`config.mk`:
```
export PLATFORM = sky130hd
export DESIGN_NAME = linedma_seq
export DESIGN_NICKNAME = d
export VERILOG_FILES = /design/src/rtl/linedma_pkg.sv /design/src/rtl/linedma_decode.sv /design/src/rtl/linedma_args.sv /design/src/rtl/linedma_count.sv /design/src/rtl/linedma_seq.sv
export SDC_FILE = /design/constraint.sdc
export NUM_CORES = 1
export LEC_CHECK = 0
export CORE_ASPECT_RATIO = 0.9
export CORE_UTILIZATION = 45
export CTS_BUF_LIST = sky130_fd_sc_hd__clkbuf_8 sky130_fd_sc_hd__clkbuf_16
export DETAILED_ROUTE_END_ITERATION = 10
export PLACE_DENSITY_LB_ADDON = 0.15
export REMOVE_ABC_BUFFERS = 1
export SYNTH_ARGS = -nofsm -noshare
export SYNTH_HDL_FRONTEND = slang
export SYNTH_SLANG_ARGS = --single-unit
```
`constraint.sdc`:
```
create_clock -name clk -period 3.4 [get_ports clk]
set_input_delay 0.34 -clock clk [delete_from_list [all_inputs] [get_ports clk]]
set_output_delay 0.34 -clock clk [all_outputs]
set_load 0.1 [all_outputs]
```
`src/rtl/linedma_pkg.sv`:
```
package linedma_pkg;

    localparam logic [3:0] OPC_WRITE   = 4'h1;
    localparam logic [3:0] OPC_JUMP    = 4'h7;
    localparam logic [3:0] OPC_SYNC    = 4'h8;
    localparam logic [3:0] OPC_WRITERM = 4'hB;
    localparam logic [3:0] OPC_WRITECM = 4'hC;
    localparam logic [3:0] OPC_WRITECR = 4'hD;

    localparam int BIT_CNT_INC = 16;
    localparam int BIT_CNT_CLR = 17;
    localparam int BIT_IRQ1    = 24;
    localparam int BIT_IRQ2    = 25;
    localparam int BIT_EOL     = 26;
    localparam int BIT_SOL     = 27;

    localparam int MAX_ARGS = 3;
    localparam int ARG_IW   = $clog2(MAX_ARGS + 1);

    typedef struct packed {
        logic sol;
        logic eol;
        logic irq1;
        logic irq2;
        logic cnt_inc;
        logic cnt_clr;
    } flags_t;

    typedef enum logic [2:0] {
        ST_FETCH_OP,
        ST_FETCH_ARG,
        ST_EXEC,
        ST_SYNC_WAIT,
        ST_FAULT
    } seq_state_e;

endpackage

```
`src/rtl/linedma_decode.sv`:
```
module linedma_decode
    import linedma_pkg::*;
(
    input  logic [31:0]       word,
    output logic [3:0]        op,
    output logic              legal,
    output logic [ARG_IW-1:0] nargs,
    output logic [11:0]       count,
    output flags_t            flags
);

    always_comb begin
        op            = word[31:28];
        count         = word[11:0];
        flags.sol     = word[BIT_SOL];
        flags.eol     = word[BIT_EOL];
        flags.irq1    = word[BIT_IRQ1];
        flags.irq2    = word[BIT_IRQ2];
        flags.cnt_inc = word[BIT_CNT_INC];
        flags.cnt_clr = word[BIT_CNT_CLR];
        legal         = 1'b1;
        nargs         = '0;
        case (word[31:28])
            OPC_WRITE, OPC_JUMP:      nargs = ARG_IW'(1);
            OPC_WRITERM, OPC_WRITECM: nargs = ARG_IW'(2);
            OPC_WRITECR:              nargs = ARG_IW'(3);
            OPC_SYNC:                 nargs = '0;
            default:                  legal = 1'b0;
        endcase
    end

endmodule

```
`src/rtl/linedma_args.sv`:
```
module linedma_args #(
    parameter int N  = 3,
    parameter int IW = $clog2(N + 1)
) (
    input  logic                clk,
    input  logic                rst,
    input  logic                load,
    input  logic [IW-1:0]       idx,
    input  logic [31:0]         data,
    output logic [N-1:0][31:0]  q
);

    for (genvar g = 0; g < N; g++) begin : g_slot
        always_ff @(posedge clk) begin
            if (rst) begin
                q[g] <= '0;
            end else if (load && idx == IW'(g)) begin
                q[g] <= data;
            end
        end
    end

endmodule

```
`src/rtl/linedma_count.sv`:
```
module linedma_count #(
    parameter int CNT_W = 16
) (
    input  logic             clk,
    input  logic             rst,
    input  logic             inc,
    input  logic             clr,
    output logic [CNT_W-1:0] q
);

    always_ff @(posedge clk) begin
        if (rst || clr) begin
            q <= '0;
        end else if (inc) begin
            q <= q + CNT_W'(1);
        end
    end

endmodule

```
`src/rtl/linedma_seq.sv`:
```
module linedma_seq
    import linedma_pkg::*;
#(
    parameter int AW     = 32,
    parameter int CNT_W  = 16,
    parameter int LINE_W = 10
) (
    input  logic              clk,
    input  logic              rst,
    input  logic [AW-1:0]     start_addr,
    output logic              fetch_req,
    output logic [AW-1:0]     fetch_addr,
    input  logic [31:0]       fetch_data,
    input  logic              fetch_valid,
    input  logic              line_start,
    input  logic [LINE_W-1:0] line_num,
    output logic              wr_req,
    output logic [AW-1:0]     wr_addr,
    output logic [11:0]       wr_len,
    output logic              wr_sol,
    output logic              wr_eol,
    output logic              cr_we,
    output logic [31:0]       cr_addr,
    output logic [31:0]       cr_data,
    output logic [31:0]       cr_mask,
    output logic              irq1,
    output logic              irq2,
    output logic [CNT_W-1:0]  done_cnt,
    output logic              fault
);

    localparam logic [AW-1:0] WORD_STEP = AW'(4);

    seq_state_e              state;
    logic [AW-1:0]           pc;
    logic [31:0]             instr;
    logic [ARG_IW-1:0]       arg_idx;
    logic [MAX_ARGS-1:0][31:0] args;
    logic                    take;
    logic                    exec;
    logic                    cnt_inc;
    logic                    cnt_clr;

    logic [3:0]              nd_op;
    logic                    nd_legal;
    logic [ARG_IW-1:0]       nd_nargs;
    logic [11:0]             nd_count;
    flags_t                  nd_flags;

    logic [3:0]              cd_op;
    logic                    cd_legal;
    logic [ARG_IW-1:0]       cd_nargs;
    logic [11:0]             cd_count;
    flags_t                  cd_flags;

    // decoder on the word arriving from the fetch port
    linedma_decode u_dec_new (
        .word  (fetch_data),
        .op    (nd_op),
        .legal (nd_legal),
        .nargs (nd_nargs),
        .count (nd_count),
        .flags (nd_flags)
    );

    // decoder on the latched instruction being executed
    linedma_decode u_dec_cur (
        .word  (instr),
        .op    (cd_op),
        .legal (cd_legal),
        .nargs (cd_nargs),
        .count (cd_count),
        .flags (cd_flags)
    );

    linedma_args #(.N(MAX_ARGS), .IW(ARG_IW)) u_args (
        .clk  (clk),
        .rst  (rst),
        .load (take && state == ST_FETCH_ARG),
        .idx  (arg_idx),
        .data (fetch_data),
        .q    (args)
    );

    linedma_count #(.CNT_W(CNT_W)) u_count (
        .clk (clk),
        .rst (rst),
        .inc (cnt_inc),
        .clr (cnt_clr),
        .q   (done_cnt)
    );

    assign take = fetch_req && fetch_valid;

    // state register process
    always_ff @(posedge clk) begin
        if (rst) begin
            state   <= ST_FETCH_OP;
            pc      <= start_addr;
            instr   <= '0;
            arg_idx <= '0;
        end else begin
            unique case (state)
                ST_FETCH_OP: begin
                    if (take) begin
                        instr   <= fetch_data;
                        pc      <= pc + WORD_STEP;
                        arg_idx <= '0;
                        if (!nd_legal) begin
                            state <= ST_FAULT;
                        end else if (nd_nargs == '0) begin
                            state <= ST_SYNC_WAIT;
                        end else begin
                            state <= ST_FETCH_ARG;
                        end
                    end
                end
                ST_FETCH_ARG: begin
                    if (take) begin
                        pc      <= pc + WORD_STEP;
                        arg_idx <= arg_idx + ARG_IW'(1);
                        if (arg_idx == cd_nargs - ARG_IW'(1)) begin
                            state <= ST_EXEC;
                        end
                    end
                end
                ST_SYNC_WAIT: begin
                    if (line_start && line_num == instr[LINE_W-1:0]) begin
                        state <= ST_EXEC;
                    end
                end
                ST_EXEC: begin
                    if (cd_op == OPC_JUMP) begin
                        pc <= {args[0][AW-1:2], 2'b00};
                    end
                    state <= ST_FETCH_OP;
                end
                ST_FAULT: begin
                    state <= ST_FAULT;
                end
                default: begin
                    state <= ST_FAULT;
                end
            endcase
        end
    end

    // output process
    always_comb begin
        exec       = (state == ST_EXEC);
        fetch_req  = (state == ST_FETCH_OP) || (state == ST_FETCH_ARG);
        fetch_addr = pc;
        fault      = (state == ST_FAULT);

        wr_req  = exec && (cd_op == OPC_WRITE);
        wr_addr = args[0][AW-1:0];
        wr_len  = cd_count;
        wr_sol  = wr_req && cd_flags.sol;
        wr_eol  = wr_req && cd_flags.eol;

        cr_we   = exec && (cd_op == OPC_WRITECR);
        cr_addr = args[0];
        cr_data = args[1];
        cr_mask = args[2];

        irq1    = exec && cd_flags.irq1;
        irq2    = exec && cd_flags.irq2;
        cnt_inc = exec && cd_flags.cnt_inc;
        cnt_clr = exec && cd_flags.cnt_clr;
    end

endmodule

```
==> impl_metrics.env <==
export IMPL_antenna_found_initial=0
export IMPL_crit_type="flop to primary output"
export IMPL_critical_path_top_delay_family="simple AND/OR/NAND/NOR gates"
export IMPL_cp_required_ps=3060
export IMPL_critPathMaxFanout=6
export IMPL_cp_num_buf_inv=1
export IMPL_drive_gt1_frac=0.0579
export IMPL_post_cts_resized=0
export IMPL_cts_buffers=17
export IMPL_grt_pass1_wl_um=37700
export IMPL_p_leak_nw=3.86
export IMPL_holdCritPathClass="input port to flop"
export IMPL_clock_path_buffers=2
export IMPL_drt_iter0_drc=415
export IMPL_path_depth=5
export IMPL_yosys_warnings=0
export IMPL_hold_violations=0
export IMPL_grt_pass1_vias=6853
export IMPL_synthCells=960
export IMPL_fin_crit_sh=0.764
export IMPL_synthSimpleGateAreaFrac=0.247
export IMPL_wl_per_cell_um=17.3
export IMPL_synth_edff_count=32
export IMPL_worstHoldEndpoint="instr[27]"
export IMPL_fin_crit_ps=2600
export IMPL_initial_core_util=0.466
export IMPL_gr_total_overflow=0
export IMPL_relSlewSlack=0.303
export IMPL_crit_path_cell_trace="nor3b_4 > nand2_1 > nor4_1 > and2_1 > buf_12"
export IMPL_cp_start_kind="flop"
export IMPL_antenna_left=0
export IMPL_synth_adder_area_share=0.00787
export IMPL_clock_sinks=171
export IMPL_synthTopCellsByArea="dfxtp_1 (35%), nand2_1 (13%), edfxtp_1 (12%)"
export IMPL_avgViaCountPerCell=5.28
export IMPL_grt_use_total=0.269
export IMPL_async_flop_share=0
export IMPL_cts_setup_buffers=0
export IMPL_holdWs_ps=420
export IMPL_synth_top_area_share=0.350
export IMPL_first_pass_iters=5
export IMPL_ir_drop_v=0.000376
export IMPL_arrival_ps=2260
export IMPL_max_cap_viol_count=0
export IMPL_synth_area_leader_cell="dfxtp_1"
export IMPL_cts_clk_slew_worst_paths_ps=70
export IMPL_critPathSlowestCell="nor4_1"
export IMPL_synth_seq_area_share=0.471
export IMPL_nets=1245
export IMPL_max_stage_delay_ps=560
export IMPL_gp_congestion=0.867
export IMPL_port_buffers=273
export IMPL_wirelength_um=24400
export IMPL_drc=0
export IMPL_num_vias=7441
export IMPL_rrSetupSlack_ps=1110
export IMPL_htree_levels=4
export IMPL_die_w_um=142
export IMPL_clock_latency_ps=420
export IMPL_ios=274
export IMPL_max_freq_mhz=385
export IMPL_num_antenna_cells=0
export IMPL_worst_hold_startpoint="rst"
export IMPL_ys_flop_type="dfxtp_1"
export IMPL_yosysUniqueCellTypes=58
export IMPL_rows=45
export IMPL_hpwlAfterDp_um=16900
export IMPL_grt_start_max_net_pins=86
export IMPL_synth_top_family_by_area="simple AND/OR/NAND/NOR gates"
export IMPL_synth_area_mux_share=0.00756
export IMPL_reg2reg_from="fetch_addr[7]"
export IMPL_cts_tree="done"
export IMPL_rsz0062_at_grt="no"
export IMPL_rr_worst_depth=5
export IMPL_power_density_nw_per_um2=535
export IMPL_ctsHoldBuffers=0
export IMPL_synth_compound_area_frac=0.138
export IMPL_dp_cells=1378
export IMPL_layoutNonFillerInstCount=1410
export IMPL_outcome="complete, no violations"
export IMPL_endpoint_kind="primary output"
export IMPL_ys_ff_latch=171
export IMPL_r2r_end="fetch_addr[23]"
export IMPL_slew_violations=0
export IMPL_coreArea_um2=17100
export IMPL_clock_root_buffer="clkbuf_16"
export IMPL_synth_xor_area_share=0.0496
export IMPL_die_area_um2=18200
export IMPL_hold_depth=2
export IMPL_syn_area_per_cell_um2=8.28
export IMPL_area_delta_synth_final_pct=40.0
export IMPL_finClkSkew_ps=10.8
export IMPL_tightestPinTransition_ps=1040
export IMPL_chipHeight_um=128
export IMPL_syn_area_um2=7950
export IMPL_setup_violations=0
cell type report:
type | count | area [um2]
fillers | 1465 | 5940
flip-flops and latches | 171 | 3740
multi-input cells | 680 | 3580
repair buffers | 283 | 2880
clock buffers | 21 | 503
well taps | 235 | 294
clock inverters | 11 | 90.1
inverters | 9 | 33.8
state kept, by name (all words and copies together) (netlist names):
| name | count |
|---|---|
| u_count.q | 16 |
| instr | 22 |
| state | 3 |
| fetch_addr | 32 |
| arg_idx | 2 |
| u_args.q | 96 |
how the worst max path moves through the flow:
| stage | startpoint | endpoint | slack [ps] |
|---|---|---|---|
| after floorplan | state[1] | wr_eol | -2210 |
| after global placement | fetch_valid | u_args.q[81] | 1130 |
| after detailed placement | fetch_valid | u_args.q[73] | 1060 |
| after CTS | state[1] | wr_sol | 780 |
| after global routing | state[1] | wr_sol | 630 |
| final | state[1] | wr_sol | 800 |
synth_stat cells (2+ instances only):
cell type  number
a31o_1          2
a21oi_1       143
a221oi_1        2
o21ai_0        17
or4_1           2
nand2b_1        3
a31oi_1         3
nand3b_1        2
ha_1            5
a31o_2          3
inv_1           9
nor3b_1         4
clkbuf_1       27
nor3_1          9
o31ai_2         2
and4_1          7
xnor2_1        24
buf_2          25
buf_4          43
nand2_1       281
o221ai_1        4
nand4b_1        6
xor2_1         21
a2111oi_2       2
and3_1          9
nand4_1        19
buf_6           3
mux2i_1         6
nand3_1        17
and2_1         12
nor4_1          3
nand3_2         2
edfxtp_1       32
nor2_1         42
a21o_1          2
o31ai_1         4
or3_1           4
dfxtp_1       139
through the flow:
stage	util	setup TNS (ps)	instance area, um2	setup WS [ps]	total power [mW]
finish	0.652	0	11100	804	5.95
global route	0.652	0	11100	631	6.16
CTS	0.652	0	11100	781	5.98
detailed placement	0.617	0	10500	1060	4.05
global placement	0.617	0	10500	1130	4.03
floorplan	-	-5600	7350	-2210	3.52
routing by layer:
layer,track usage,up-vias,share of wire,routed length [um]
met2,0.443,322,0.47,11600
met3,0.0654,37,0.079,1930
met1,0.343,3462,0.42,10400
met4,0.0930,0,0.021,517
li1,-,3620,-,-
met5,0,-,0,0
placed cells by master, fill, tap and decap left out, types with 5 or more instances in the layout:
master and n:
buf_4 10, edfxtp_1 32, and2_1 9, inv_1 11
ha_1 5, nand3_1 17, o21ai_0 17, dfxtp_1 139
nand4b_1 6, and3_1 9, nand2_1 281, a21oi_1 143
clkbuf_16 19, nand4_1 19, xnor2_1 24, mux2i_1 6
xor2_1 21, nor2_1 41, clkdlybuf4s50_1 265, nor3_1 9
buf_12 7, and4_1 7
cell families (layout without fill, tap and decap cells):
group,Yosys count,in the layout
flops,171,171
buf+inv,109,324
fa+ha+maj,5,5
xor+xnor,45,45
mux,6,6
simple gates,432,432
compound gates,192,192
power breakdown:
group / leakage (nW) / total (mW) / internal [mW] / switching, mW
combinational: 2.10 / 1.66 / 0.426 / 1.24
clock: 0.306 / 1.94 / 1.13 / 0.814
sequential: 1.45 / 2.34 / 2.19 / 0.150
total: 3.86 / 5.95 / 3.75 / 2.20
No activity file was read; power rests on OpenSTA's default activity.
